`config.mk`:
```
export PLATFORM = sky130hd
export DESIGN_NAME = bcd_clock_cal
export DESIGN_NICKNAME = d
export VERILOG_FILES = /design/src/rtl/cal_pkg.sv /design/src/rtl/cal_prescaler.sv /design/src/rtl/cal_hour_step.sv /design/src/rtl/cal_month_len.sv /design/src/rtl/bcd_clock_cal.sv
export SDC_FILE = /design/constraint.sdc
export NUM_CORES = 1
export LEC_CHECK = 0
export ABC_AREA = 1
export BUFFER_PORTS_ARGS = -buffer_cell sky130_fd_sc_hd__buf_4
export CAP_MARGIN = 20
export CORE_ASPECT_RATIO = 0.6
export CORE_UTILIZATION = 57
export CTS_BUF_LIST = sky130_fd_sc_hd__clkbuf_4 sky130_fd_sc_hd__clkbuf_8
export DETAILED_ROUTE_END_ITERATION = 8
export MAX_ROUTING_LAYER = met4
export PLACE_DENSITY_LB_ADDON = 0.25
export SYNTH_ARGS = -nofsm -noshare
export SYNTH_HDL_FRONTEND = slang
export SYNTH_SLANG_ARGS = --single-unit
export TNS_END_PERCENT = 10
```
`constraint.sdc`:
```
create_clock -name clk -period 2.3 [get_ports clk]
set_input_delay 0.345 -clock clk [delete_from_list [all_inputs] [get_ports clk]]
set_output_delay 0.345 -clock clk [all_outputs]
set_load 0.01 [all_outputs]
```
`src/rtl/cal_pkg.sv`:
```
// Package cal_pkg: shared address map, bit positions and BCD helper for the
// calendar counter. Assumes all counted fields hold valid packed BCD.
package cal_pkg;

    typedef enum logic [3:0] {
        A_SEC  = 4'd0,
        A_MIN  = 4'd1,
        A_HOUR = 4'd2,
        A_WDAY = 4'd3,
        A_DAY  = 4'd4,
        A_MON  = 4'd5,
        A_YEAR = 4'd6,
        A_MODE = 4'd7,
        A_STAT = 4'd8
    } cal_addr_e;

    localparam int MODE24_BIT = 5;
    localparam int PM_BIT     = 5;
    localparam int CENT_BIT   = 7;
    localparam int OSC_BIT    = 4;
    localparam int LOWV_BIT   = 6;

    // Add one to a two-digit packed BCD value (no wrap handling).
    function automatic logic [7:0] bcd_inc(input logic [7:0] v);
        if (v[3:0] >= 4'd9)
            return {v[7:4] + 4'd1, 4'd0};
        else
            return {v[7:4], v[3:0] + 4'd1};
    endfunction

endpackage

```
`src/rtl/cal_prescaler.sv`:
```
// Module cal_prescaler: divides the oscillator pulse stream by DIV into a
// one-cycle seconds tick. A restart request clears the count and blocks
// the tick in that cycle. Assumes DIV >= 1.
module cal_prescaler #(
    parameter int DIV = 32768
) (
    input  logic clk,
    input  logic rst_n,
    input  logic pulse,
    input  logic restart,
    output logic tick
);
    localparam int CW = (DIV > 1) ? $clog2(DIV) : 1;
    localparam logic [CW-1:0] LAST = CW'(DIV - 1);

    logic [CW-1:0] cnt_q;

    // Tick when the last pulse of a period arrives and no restart is pending.
    assign tick = pulse && !restart && (cnt_q == LAST);

    // Pulse counter: cleared by reset, restart or a completed period.
    always_ff @(posedge clk) begin
        if (!rst_n || restart)
            cnt_q <= '0;
        else if (tick)
            cnt_q <= '0;
        else if (pulse)
            cnt_q <= cnt_q + 1'b1;
    end

    generate
        if (DIV > 1) begin : g_gap
            // the tick never fires on two consecutive cycles.
            p_tick_gap_r2: assert property (@(posedge clk) disable iff (!rst_n)
                tick |=> !tick);
        end
    endgenerate

endmodule

```
`src/rtl/cal_hour_step.sv`:
```
// Module cal_hour_step: next hour value for one hour advance in either
// 24-hour or 12-hour (PM flag in bit 5) format, plus the day carry.
// Assumes the stored hour is valid for the selected format.
module cal_hour_step (
    input  logic [5:0] hour_in,
    input  logic       mode24,
    output logic [5:0] hour_out,
    output logic       day_carry
);
    import cal_pkg::*;

    logic [7:0] inc24;
    logic [7:0] inc12;

    // Combinational step: 24-hour wrap at 23, 12-hour 11->12 flips PM.
    always_comb begin
        inc24     = bcd_inc({2'b00, hour_in});
        inc12     = bcd_inc({3'b000, hour_in[4:0]});
        hour_out  = '0;
        day_carry = 1'b0;
        if (mode24) begin
            if (hour_in >= 6'h23) begin
                hour_out  = 6'h00;
                day_carry = 1'b1;
            end else begin
                hour_out = inc24[5:0];
            end
        end else begin
            if (hour_in[4:0] == 5'h11) begin
                hour_out  = {~hour_in[PM_BIT], 5'h12};
                day_carry = hour_in[PM_BIT];
            end else if (hour_in[4:0] >= 5'h12) begin
                hour_out = {hour_in[PM_BIT], 5'h01};
            end else begin
                hour_out = {hour_in[PM_BIT], inc12[4:0]};
            end
        end
    end

endmodule

```
`src/rtl/cal_month_len.sv`:
```
// Module cal_month_len: last BCD day of a month, with February extended to
// 29 in years whose two BCD digits are divisible by four.
// Assumes month and year are valid BCD.
module cal_month_len (
    input  logic [4:0] month,
    input  logic [7:0] year,
    output logic [5:0] last_day
);
    logic leap;

    // A tens digit that is even pairs with units 0/4/8, odd with 2/6.
    always_comb begin
        if (!year[4])
            leap = (year[3:0] == 4'd0) || (year[3:0] == 4'd4) || (year[3:0] == 4'd8);
        else
            leap = (year[3:0] == 4'd2) || (year[3:0] == 4'd6);
    end

    // Month length lookup in BCD.
    always_comb begin
        case (month)
            5'h02:                      last_day = leap ? 6'h29 : 6'h28;
            5'h04, 5'h06, 5'h09, 5'h11: last_day = 6'h30;
            default:                    last_day = 6'h31;
        endcase
    end

endmodule

```
`src/rtl/bcd_clock_cal.sv`:
```
// Module bcd_clock_cal: BCD time-of-day and calendar counter with a host
// write/read port, 12/24-hour format and two sticky fault flags.
// Assumes the host loads valid BCD; invalid values wrap at the next step.
module bcd_clock_cal #(
    parameter int PRESCALE = 32768
) (
    input  logic       clk,
    input  logic       rst_n,
    input  logic       osc_pulse,
    input  logic       osc_stop_evt,
    input  logic       low_volt_evt,
    input  logic       wr_en,
    input  logic [3:0] wr_addr,
    input  logic [7:0] wr_data,
    input  logic [3:0] rd_addr,
    output logic [7:0] rd_data
);
    import cal_pkg::*;

    logic [6:0] sec_q, min_q;
    logic [5:0] hour_q, day_q;
    logic [2:0] wday_q;
    logic [4:0] mon_q;
    logic       cent_q, mode24_q, osc_flag_q, lowv_flag_q;
    logic [7:0] year_q;

    logic       wr_time, sec_tick;
    logic       sec_wrap, min_wrap, day_wrap, mon_wrap, year_wrap;
    logic       min_step, hour_step, day_step, mon_step, year_step;
    logic       hr_carry;
    logic [5:0] hour_nxt, last_day;
    logic [7:0] sec_inc, min_inc, day_inc, mon_inc, year_inc;

    assign wr_time = wr_en && (wr_addr <= A_YEAR);

    cal_prescaler #(.DIV(PRESCALE)) u_presc (
        .clk     (clk),
        .rst_n   (rst_n),
        .pulse   (osc_pulse),
        .restart (wr_time),
        .tick    (sec_tick)
    );

    cal_hour_step u_hour (
        .hour_in   (hour_q),
        .mode24    (mode24_q),
        .hour_out  (hour_nxt),
        .day_carry (hr_carry)
    );

    cal_month_len u_mlen (
        .month    (mon_q),
        .year     (year_q),
        .last_day (last_day)
    );

    // Carry chain: each field steps when all lower fields wrap on a tick.
    always_comb begin
        sec_inc   = bcd_inc({1'b0, sec_q});
        min_inc   = bcd_inc({1'b0, min_q});
        day_inc   = bcd_inc({2'b00, day_q});
        mon_inc   = bcd_inc({3'b000, mon_q});
        year_inc  = bcd_inc(year_q);
        sec_wrap  = sec_q >= 7'h59;
        min_wrap  = min_q >= 7'h59;
        day_wrap  = day_q >= last_day;
        mon_wrap  = mon_q >= 5'h12;
        year_wrap = year_q >= 8'h99;
        min_step  = sec_tick && sec_wrap;
        hour_step = min_step && min_wrap;
        day_step  = hour_step && hr_carry;
        mon_step  = day_step && day_wrap;
        year_step = mon_step && mon_wrap;
    end

    // Time fields: host write first, otherwise the carry chain.
    always_ff @(posedge clk) begin
        if (!rst_n) begin
            sec_q  <= '0;
            min_q  <= '0;
            hour_q <= '0;
            wday_q <= '0;
            day_q  <= 6'h01;
            mon_q  <= 5'h01;
            cent_q <= 1'b0;
            year_q <= '0;
        end else if (wr_time) begin
            case (wr_addr)
                A_SEC:  sec_q  <= wr_data[6:0];
                A_MIN:  min_q  <= wr_data[6:0];
                A_HOUR: hour_q <= wr_data[5:0];
                A_WDAY: wday_q <= wr_data[2:0];
                A_DAY:  day_q  <= wr_data[5:0];
                A_MON: begin
                    mon_q  <= wr_data[4:0];
                    cent_q <= wr_data[CENT_BIT];
                end
                default: year_q <= wr_data;
            endcase
        end else if (sec_tick) begin
            sec_q <= sec_wrap ? 7'h00 : sec_inc[6:0];
            if (min_step)  min_q  <= min_wrap ? 7'h00 : min_inc[6:0];
            if (hour_step) hour_q <= hour_nxt;
            if (day_step) begin
                wday_q <= (wday_q >= 3'd6) ? 3'd0 : wday_q + 3'd1;
                day_q  <= day_wrap ? 6'h01 : day_inc[5:0];
            end
            if (mon_step)  mon_q  <= mon_wrap ? 5'h01 : mon_inc[4:0];
            if (year_step) begin
                year_q <= year_wrap ? 8'h00 : year_inc;
                if (year_wrap) cent_q <= 1'b1;
            end
        end
    end

    // Hour format select, written by the host.
    always_ff @(posedge clk) begin
        if (!rst_n)
            mode24_q <= 1'b1;
        else if (wr_en && wr_addr == A_MODE)
            mode24_q <= wr_data[MODE24_BIT];
    end

    // Fault flags: strobes set, host clears where the data bit is 0.
    always_ff @(posedge clk) begin
        if (!rst_n) begin
            osc_flag_q  <= 1'b1;
            lowv_flag_q <= 1'b0;
        end else begin
            if (wr_en && wr_addr == A_STAT) begin
                osc_flag_q  <= (osc_flag_q & wr_data[OSC_BIT]) | osc_stop_evt;
                lowv_flag_q <= (lowv_flag_q & wr_data[LOWV_BIT]) | low_volt_evt;
            end else begin
                osc_flag_q  <= osc_flag_q | osc_stop_evt;
                lowv_flag_q <= lowv_flag_q | low_volt_evt;
            end
        end
    end

    // Read multiplexer over the host address map.
    always_comb begin
        case (rd_addr)
            A_SEC:   rd_data = {1'b0, sec_q};
            A_MIN:   rd_data = {1'b0, min_q};
            A_HOUR:  rd_data = {2'b00, hour_q};
            A_WDAY:  rd_data = {5'b0, wday_q};
            A_DAY:   rd_data = {2'b00, day_q};
            A_MON:   rd_data = {cent_q, 2'b00, mon_q};
            A_YEAR:  rd_data = year_q;
            A_MODE:  rd_data = {2'b00, mode24_q, 5'b0};
            A_STAT:  rd_data = {1'b0, lowv_flag_q, 1'b0, osc_flag_q, 4'b0};
            default: rd_data = 8'h00;
        endcase
    end

    // seconds hold without a tick or a seconds write.
    p_sec_hold_r2: assert property (@(posedge clk) disable iff (!rst_n)
        (!sec_tick && !(wr_en && wr_addr == A_SEC)) |=> $stable(sec_q));

    // 23:59:59 in 24-hour mode steps to hour 00.
    p_hour_wrap_r4: assert property (@(posedge clk) disable iff (!rst_n)
        (sec_tick && mode24_q && hour_q == 6'h23 && min_q == 7'h59 && sec_q == 7'h59)
        |=> (hour_q == 6'h00));

    // 11:59:59 AM in 12-hour mode steps to 12 PM.
    p_noon_r5: assert property (@(posedge clk) disable iff (!rst_n)
        (sec_tick && !mode24_q && hour_q == 6'h11 && min_q == 7'h59 && sec_q == 7'h59)
        |=> (hour_q == 6'h32));

    // century flag persists until the month register is written.
    p_cent_keep_r9: assert property (@(posedge clk) disable iff (!rst_n)
        (cent_q && !(wr_en && wr_addr == A_MON)) |=> cent_q);

    // each fault strobe shows up in its flag the next cycle.
    p_osc_set_r11: assert property (@(posedge clk) disable iff (!rst_n)
        osc_stop_evt |=> osc_flag_q);
    p_lowv_set_r11: assert property (@(posedge clk) disable iff (!rst_n)
        low_volt_evt |=> lowv_flag_q);

endmodule

```
## Word level (Yosys, flattened, before mapping)

Cells that the tools add are included.

| word-level totals | value |
|---|---|
| flip-flop bits (word level) | 61 |
| input bits | 22 |
| output and inout bits | 8 |

| cells by class | value |
|---|---|
| $add $sub $neg | 15 |
| order comparisons | 15 |
| eq/ne operators | 34 |
| mux-type cells | 58 |
| bitwise logic cells | 7 |
| reduce and logical (&&, ||, !) cells | 51 |

Operators by type and width:

| operator | number |
|---|---|
| two-way mux 6 bit | 14 |
| two-way mux 7 bit | 11 |
| case mux 8 bit (9 select lines) | 1 |
| two-way mux 8 bit | 6 |
| two-way mux 5 bit | 8 |
| == test 4 x 3 -> 1 bit (second input constant) | 9 |
| adder 4 x 1 -> 4 bit (second input constant) | 7 |
| >= comparator 4 bit (second input constant) | 6 |
| AND reduction 3 bit | 7 |
| == test 4 x 2 -> 1 bit (second input constant) | 5 |
| AND reduction 4 bit | 5 |
| nonzero test 3 bit | 6 |
| adder 15 x 1 -> 15 bit (second input constant) | 1 |
| == test 15 bit (second input constant) | 1 |
| two-way mux 3 bit | 5 |
| >= comparator 7 bit (second input constant) | 2 |
| != test 2 bit (second input constant) | 7 |
| nonzero test 2 bit | 7 |
| == test 4 bit (second input constant) | 3 |
| logical NOT 4 bit | 3 |
| two-way mux 1 bit | 12 |
| case mux 6 bit (2 select lines) | 1 |
| == test 5 x 3 -> 1 bit (second input constant) | 2 |
| == test 5 bit (second input constant) | 2 |
| other kinds (25) | 49 |

## Longest topological paths before layout

| depth | value |
|---|---|
| depth in word-level cells | 13 |
| mapped depth | 16 |

## Cells and area by module

Synthesis repeated with hierarchy kept, for this count alone.

| unflattened totals | value |
|---|---|
| cells, all modules | 772 |
| area, all modules | 4948.5 um^2 |

By module, submodules not included:

| module | instances | cells each | area an instance (um^2) |
|---|---|---|---|
| bcd_clock_cal | 1 | 556 | 3616.0 |
| cal_prescaler | 1 | 131 | 850.8 |
| cal_hour_step | 1 | 58 | 335.3 |
| cal_month_len | 1 | 27 | 146.4 |

## Least setup slack after synthesis

No wires, ideal clock.

| path | value |
|---|---|
| path type | register -> register |
| start point | register mon_q[0] |
| end point | register year_q[4] |
| library setup time | 115 ps |
| arrival time | 2177 ps |
| required time | 2185 ps |
| setup slack | 8 ps |
| stages on the path, launching flop included | 17 |
| buffers on the path | 0 |
| cell sequence | dfxtp_1 > inv_1 > ha_1 > inv_1 > nor3_1 > inv_1 > ha_1 > inv_1 > nor2_1 > nand3_1 > and3_1 > nand2_1 > nand4_2 > nand2_2 > nand3_1 > nand2_1 > nor2_1 |

| on the way | value |
|---|---|
| longest elaborated chain between the ends | 8 |
| elaborated cells between the ends (all ways) | 13 |
| classes of those cells | 2 x order compare; 5 x eq/ne; 1 x mux; 5 x reduce/logical |

RTL lines:

| item | line | text |
|---|---|---|
| start, declared | bcd_clock_cal.sv:23 | `logic [4:0] mon_q;` |
| start signal, assigned | bcd_clock_cal.sv:95 | `mon_q <= wr_data[4:0];` |
| start signal, assigned | bcd_clock_cal.sv:108 | `if (mon_step) mon_q <= mon_wrap ? 5'h01 : mon_inc[4:0];` |
| == test 5 x 3 -> 1 bit, or another cell as far along | cal_month_len.sv:21 | `case (month)` |
| OR reduction 4 bit | cal_month_len.sv:21 |  |
| case mux 6 bit (2 select lines) | cal_month_len.sv:21 |  |
| >= comparator 6 bit | bcd_clock_cal.sv:66 | `day_wrap = day_q >= last_day;` |
| logical AND 1 bit | bcd_clock_cal.sv:72 | `mon_step = day_step && day_wrap;` |
| logical AND 1 bit * | bcd_clock_cal.sv:73 | `year_step = mon_step && mon_wrap;` |
| nonzero test 2 bit (no line) * | -- |  |
| AND reduction 4 bit (no line) * | -- |  |
| end signal, assigned | bcd_clock_cal.sv:98 | `default: year_q <= wr_data;` |
| end signal, assigned | bcd_clock_cal.sv:110 | `year_q <= year_wrap ? 8'h00 : year_inc;` |
| end, declared | bcd_clock_cal.sv:25 | `logic [7:0] year_q;` |

Mark *: on every way between the ends. The rest lies on a longest branch, timed or not.
A chain may end at the register's enable or synchronous reset.

## Worst setup path in the final report

| path | value |
|---|---|
| start point | register mon_q[0] |
| end point | register mon_q[0] |

| on the way | value |
|---|---|
| longest elaborated chain between the ends | 7 |
| elaborated cells between the ends (all ways) | 19 |
| classes of those cells | 1 x add/sub; 3 x order compare; 5 x eq/ne; 6 x mux; 4 x reduce/logical |

RTL lines:

| item | line |
|---|---|
| == test 5 x 3 -> 1 bit, or another cell as far along | cal_month_len.sv:21 |
| OR reduction 4 bit | cal_month_len.sv:21 |
| case mux 6 bit (2 select lines) | cal_month_len.sv:21 |
| >= comparator 6 bit | bcd_clock_cal.sv:66 |
| logical AND 1 bit | bcd_clock_cal.sv:72 |
| nonzero test 2 bit (no line) | -- |
| AND reduction 3 bit (no line) | -- |

Parallel ways exist; a longest one is shown, timed or not. The select of a mux whose other input is x is not followed.

==> flow_summary.yaml <==
timing:
  holdWs_ns: 0.150
  setup_ws_ns: -0.137
  skew_ns: 0.0102
  fin_tns_setup_ns: -1.84
  setup_violations: 20
  tightest_slew_ns: 0.917
  max_slew_margin_pct: 38.2
  rsz0062_at_grt: "yes"
  fin_crit_ns: 2.44
  fmax_ghz: 0.410
  min_period_over_period_pct: 106
  final_max_slew_viol_count: 0
  hold_viol: 0
global_route:
  met1_usage_pct: 50.5
  grtUsageMet2_pct: 53.9
  grt_use_met3_pct: 10.6
  first_global_vias: 4741
  grt_pass1_wl_mm: 23.3
  grt-busiest-layer: "met2"
  antenna_found_initial: 0
  grt_max_degree: 22
  track_usage_pct: 37.9
  grt_overflow_total: 0
detailed_routing:
  num_vias: 5176
  firstDrtPassIters: 6
  ant_nets: 0
  wire_per_inst_um: 17.5
  wirelength_mm: 14.7
  via_per_inst: 6.13
  drc: 0
  drt_iter0_drc: 918
final_layout:
  areaGrowthSynthToFinish_pct: 20.6
  num-fill-cells: 592
  drive_gt1_share_pct: 18.0
  antenna_cells: 0
  num-nets-final: 792
job:
  maxCapViolCount: 0
die:
  start_util_pct: 60.4
  core_sq_mm: 0.00748
  num_io_pins: 30
  die_area_sq_mm: 0.00830
  dieHeight_um: 71.0
  die_width_um: 117
  rows: 24
critical_path:
  worstPathMaxFanout: 8
  reg2reg_slack_ns: -0.14
  path_class: "reg -> reg"
  arrival_ns: 2.68
  cp.required_ns: 2.55
  crit_path_start_kind: "register"
  critPathBufInv: 2
  path_cells: "inv_2 > buf_6 > ha_4 > o211ai_1 > o311ai_2 > a21oi_1 > ha_2 > nand2_2 > nand3_2 > and3_4 > nand2_4 > nand4_1 > nand2_4 > nand3_2 > o211ai_1"
  max_stage_delay_ns: 0.34
  cp-end-kind: "register"
  crit_family: "simple AND/OR/NAND/NOR gates"
  cp_slowest_cell: "dfxtp_2"
clock_tree:
  cts_buffers: 9
  clk_latency_ns: 0.38
  clock-root-buffer: "clkbuf_8"
  clk_pin_slew_worst_paths_ns: 0.08
  cts_hold_buf: 0
  cts_buffer_depth: 2
  cts_tree: "done"
  post_cts_buffers: 0
  cts_sinks: 61
  htreeDepth: 3
place:
  place.port_buffers: 29
  routabilityCongestion: 1.03
  post-dp-hpwl_mm: 10.5
synthesis:
  syn_inst: 679
  synth-simple-area-share_pct: 32.9
  synth_adder_area_share_pct: 9.70
  synth-xor-area-share_pct: 4.27
  ys_types: 47
  synth_compound_area_share_pct: 17.5
  muxShareOfSynthArea_pct: 0
  yosysSeqAreaShare_pct: 27.0
  synth_top_area_share_pct: 27.0
  yosys.area.top_type: "dfxtp_1"
  synth_top_family_by_area: "simple AND/OR/NAND/NOR gates"
  yosys-top-cells-area: "dfxtp_1, nand2_1, ha_1"
  ys_ff_latch: 61
  netlist_area_sq_mm: 0.00452
  syn_nets: 736
  synth-warning-count: 0
  syn_area_per_cell_sq_um: 6.65
power_and_ir_drop:
  leakage_nw: 2.37
  cellPowerDensity_mw_per_mm2: 482
  ir_drop_v: 0.000494
hold_path:
  hold_class: "in -> reg"
outcome:
  outcome: "complete, but fails checks"
  violations: "setup timing"
==> worst reg2reg max path, delay by kind of cell, from the launching register on <==
kind            cells  cell delay (ns)
fa+ha+maj           2             0.36
compound gates      4             0.61
flops               1             0.34
simple gates        7             0.83
buf+inv             2             0.17
==> synthesized netlist by cell type, drive strengths merged <==
library cell	instances
clkbuf	3
o221ai	2
a32oi	1
nor4	1
buf	7
o31ai	3
a221oi	2
ha	35
nor3b	3
o41ai	1
and3	2
clkinv	1
a21oi	37
dfxtp	61
nor2	93
o22ai	12
o311ai	1
xnor2	9
xor2	13
a31oi	16
a41oi	1
o21ai	48
nand2	137
o21a	2
nand4	19
or2	5
nand3b	2
o211ai	7
nor3	11
o2111ai	1
nand3	53
inv	90
==> metal layers <==
metal | part of all wire, % | vias to the layer above
li1 | - | 2397
met2 | 43 | 358
met1 | 41 | 2346
met5 | 0 | -
met4 | 3.3 | 0
met3 | 13 | 75
==> path summary, 6_finish.rpt <==
kind | cells after the start | end | startpoint
hold reg to reg | 2 | wday_q[2]$_SDFFE_PN0P_ | wday_q[2]$_SDFFE_PN0P_
setup reg to reg | 15 | mon_q[0]$_SDFFE_PN1P_ | mon_q[0]$_SDFFE_PN1P_
hold / removal | 3 | osc_flag_q$_SDFF_PN1_ | osc_stop_evt
setup / recovery | 15 | mon_q[0]$_SDFFE_PN1P_ | mon_q[0]$_SDFFE_PN1P_
==> state kept, by name, summed over array words and instances (netlist names) <==
register,count
hour_q,6
day_q,6
wday_q,3
mode24_q,1
u_presc.cnt_q,15
year_q,8
lowv_flag_q,1
mon_q,5
sec_q,7
cent_q,1
min_q,7
osc_flag_q,1
==> report_power, final <==
group	internal [mW]	total, mW	switching [mW]
Sequential	1.08	1.10	0.0273
Combinational	0.128	0.359	0.232
Clock	0.649	1.16	0.512
Total	1.85	2.62	0.771
==> area by class of cell <==
cell class	count	area (sq um)	share of cell area [%]
tap	104	130	2.39
sequential	61	1220	22.5
multi-input combinational	517	3100	56.8
inverter	91	347	6.36
clock inverter	6	93.8	1.72
timing repair buffer	55	420	7.72
clock buffer	10	138	2.53
==> timing repair <==
action | 4_1_cts | 5_1_grt
pin swaps | 7 | 16
endpoints found under the setup margin | 20 | 21
resized for setup | 20 | 37
==> cell families (layout without fill, tap and decap cells) <==
| group | count (synthesis) | after routing |
|---|---|---|
| adder cells (fa/ha/maj) | 35 | 35 |
| AO/OA/AOI/OAI | 134 | 134 |
| flip-flops | 61 | 61 |
| AND/OR/NAND/NOR | 326 | 326 |
| buffers and inverters | 101 | 162 |
| XOR/XNOR | 22 | 22 |
==> metrics by stage <==
step / total power, mW / util, % / instance area, sq um / setup slack [ns] / instances
after floorplan: 1.31 / - / 4520 / 0.00772 / 679
after global placement: 1.43 / 67.1 / 5010 / -0.0823 / 828
after detailed placement: 1.44 / 67.1 / 5010 / -0.282 / 828
after CTS: 2.58 / 71.0 / 5310 / 0.00617 / 844
after global routing: 2.70 / 72.9 / 5450 / -0.315 / 844
final: 2.62 / 72.9 / 5450 / -0.137 / 844
==> cells in the final DEF (no fill, tap or decap), types with 3 or more instances in the layout <==
cell type and n:
ha_4 3, o21ai_1 5, nor3_1 9, nand4_1 18
or2_2 5, ha_1 31, o22ai_1 12, nand3_2 8
o21ai_2 4, a21oi_1 35, o211ai_1 7, xnor2_1 9
o31ai_1 3, nand2_4 8, buf_4 53, nor2_1 83
inv_2 6, xor2_1 13, dfxtp_1 59, nand2_1 127
nor2_2 5, nor2_4 5, a31oi_1 16, clkbuf_8 10
inv_1 82, o21ai_0 38, nand3_1 44, nor3b_1 3
(Power assumes the default switching activity.)
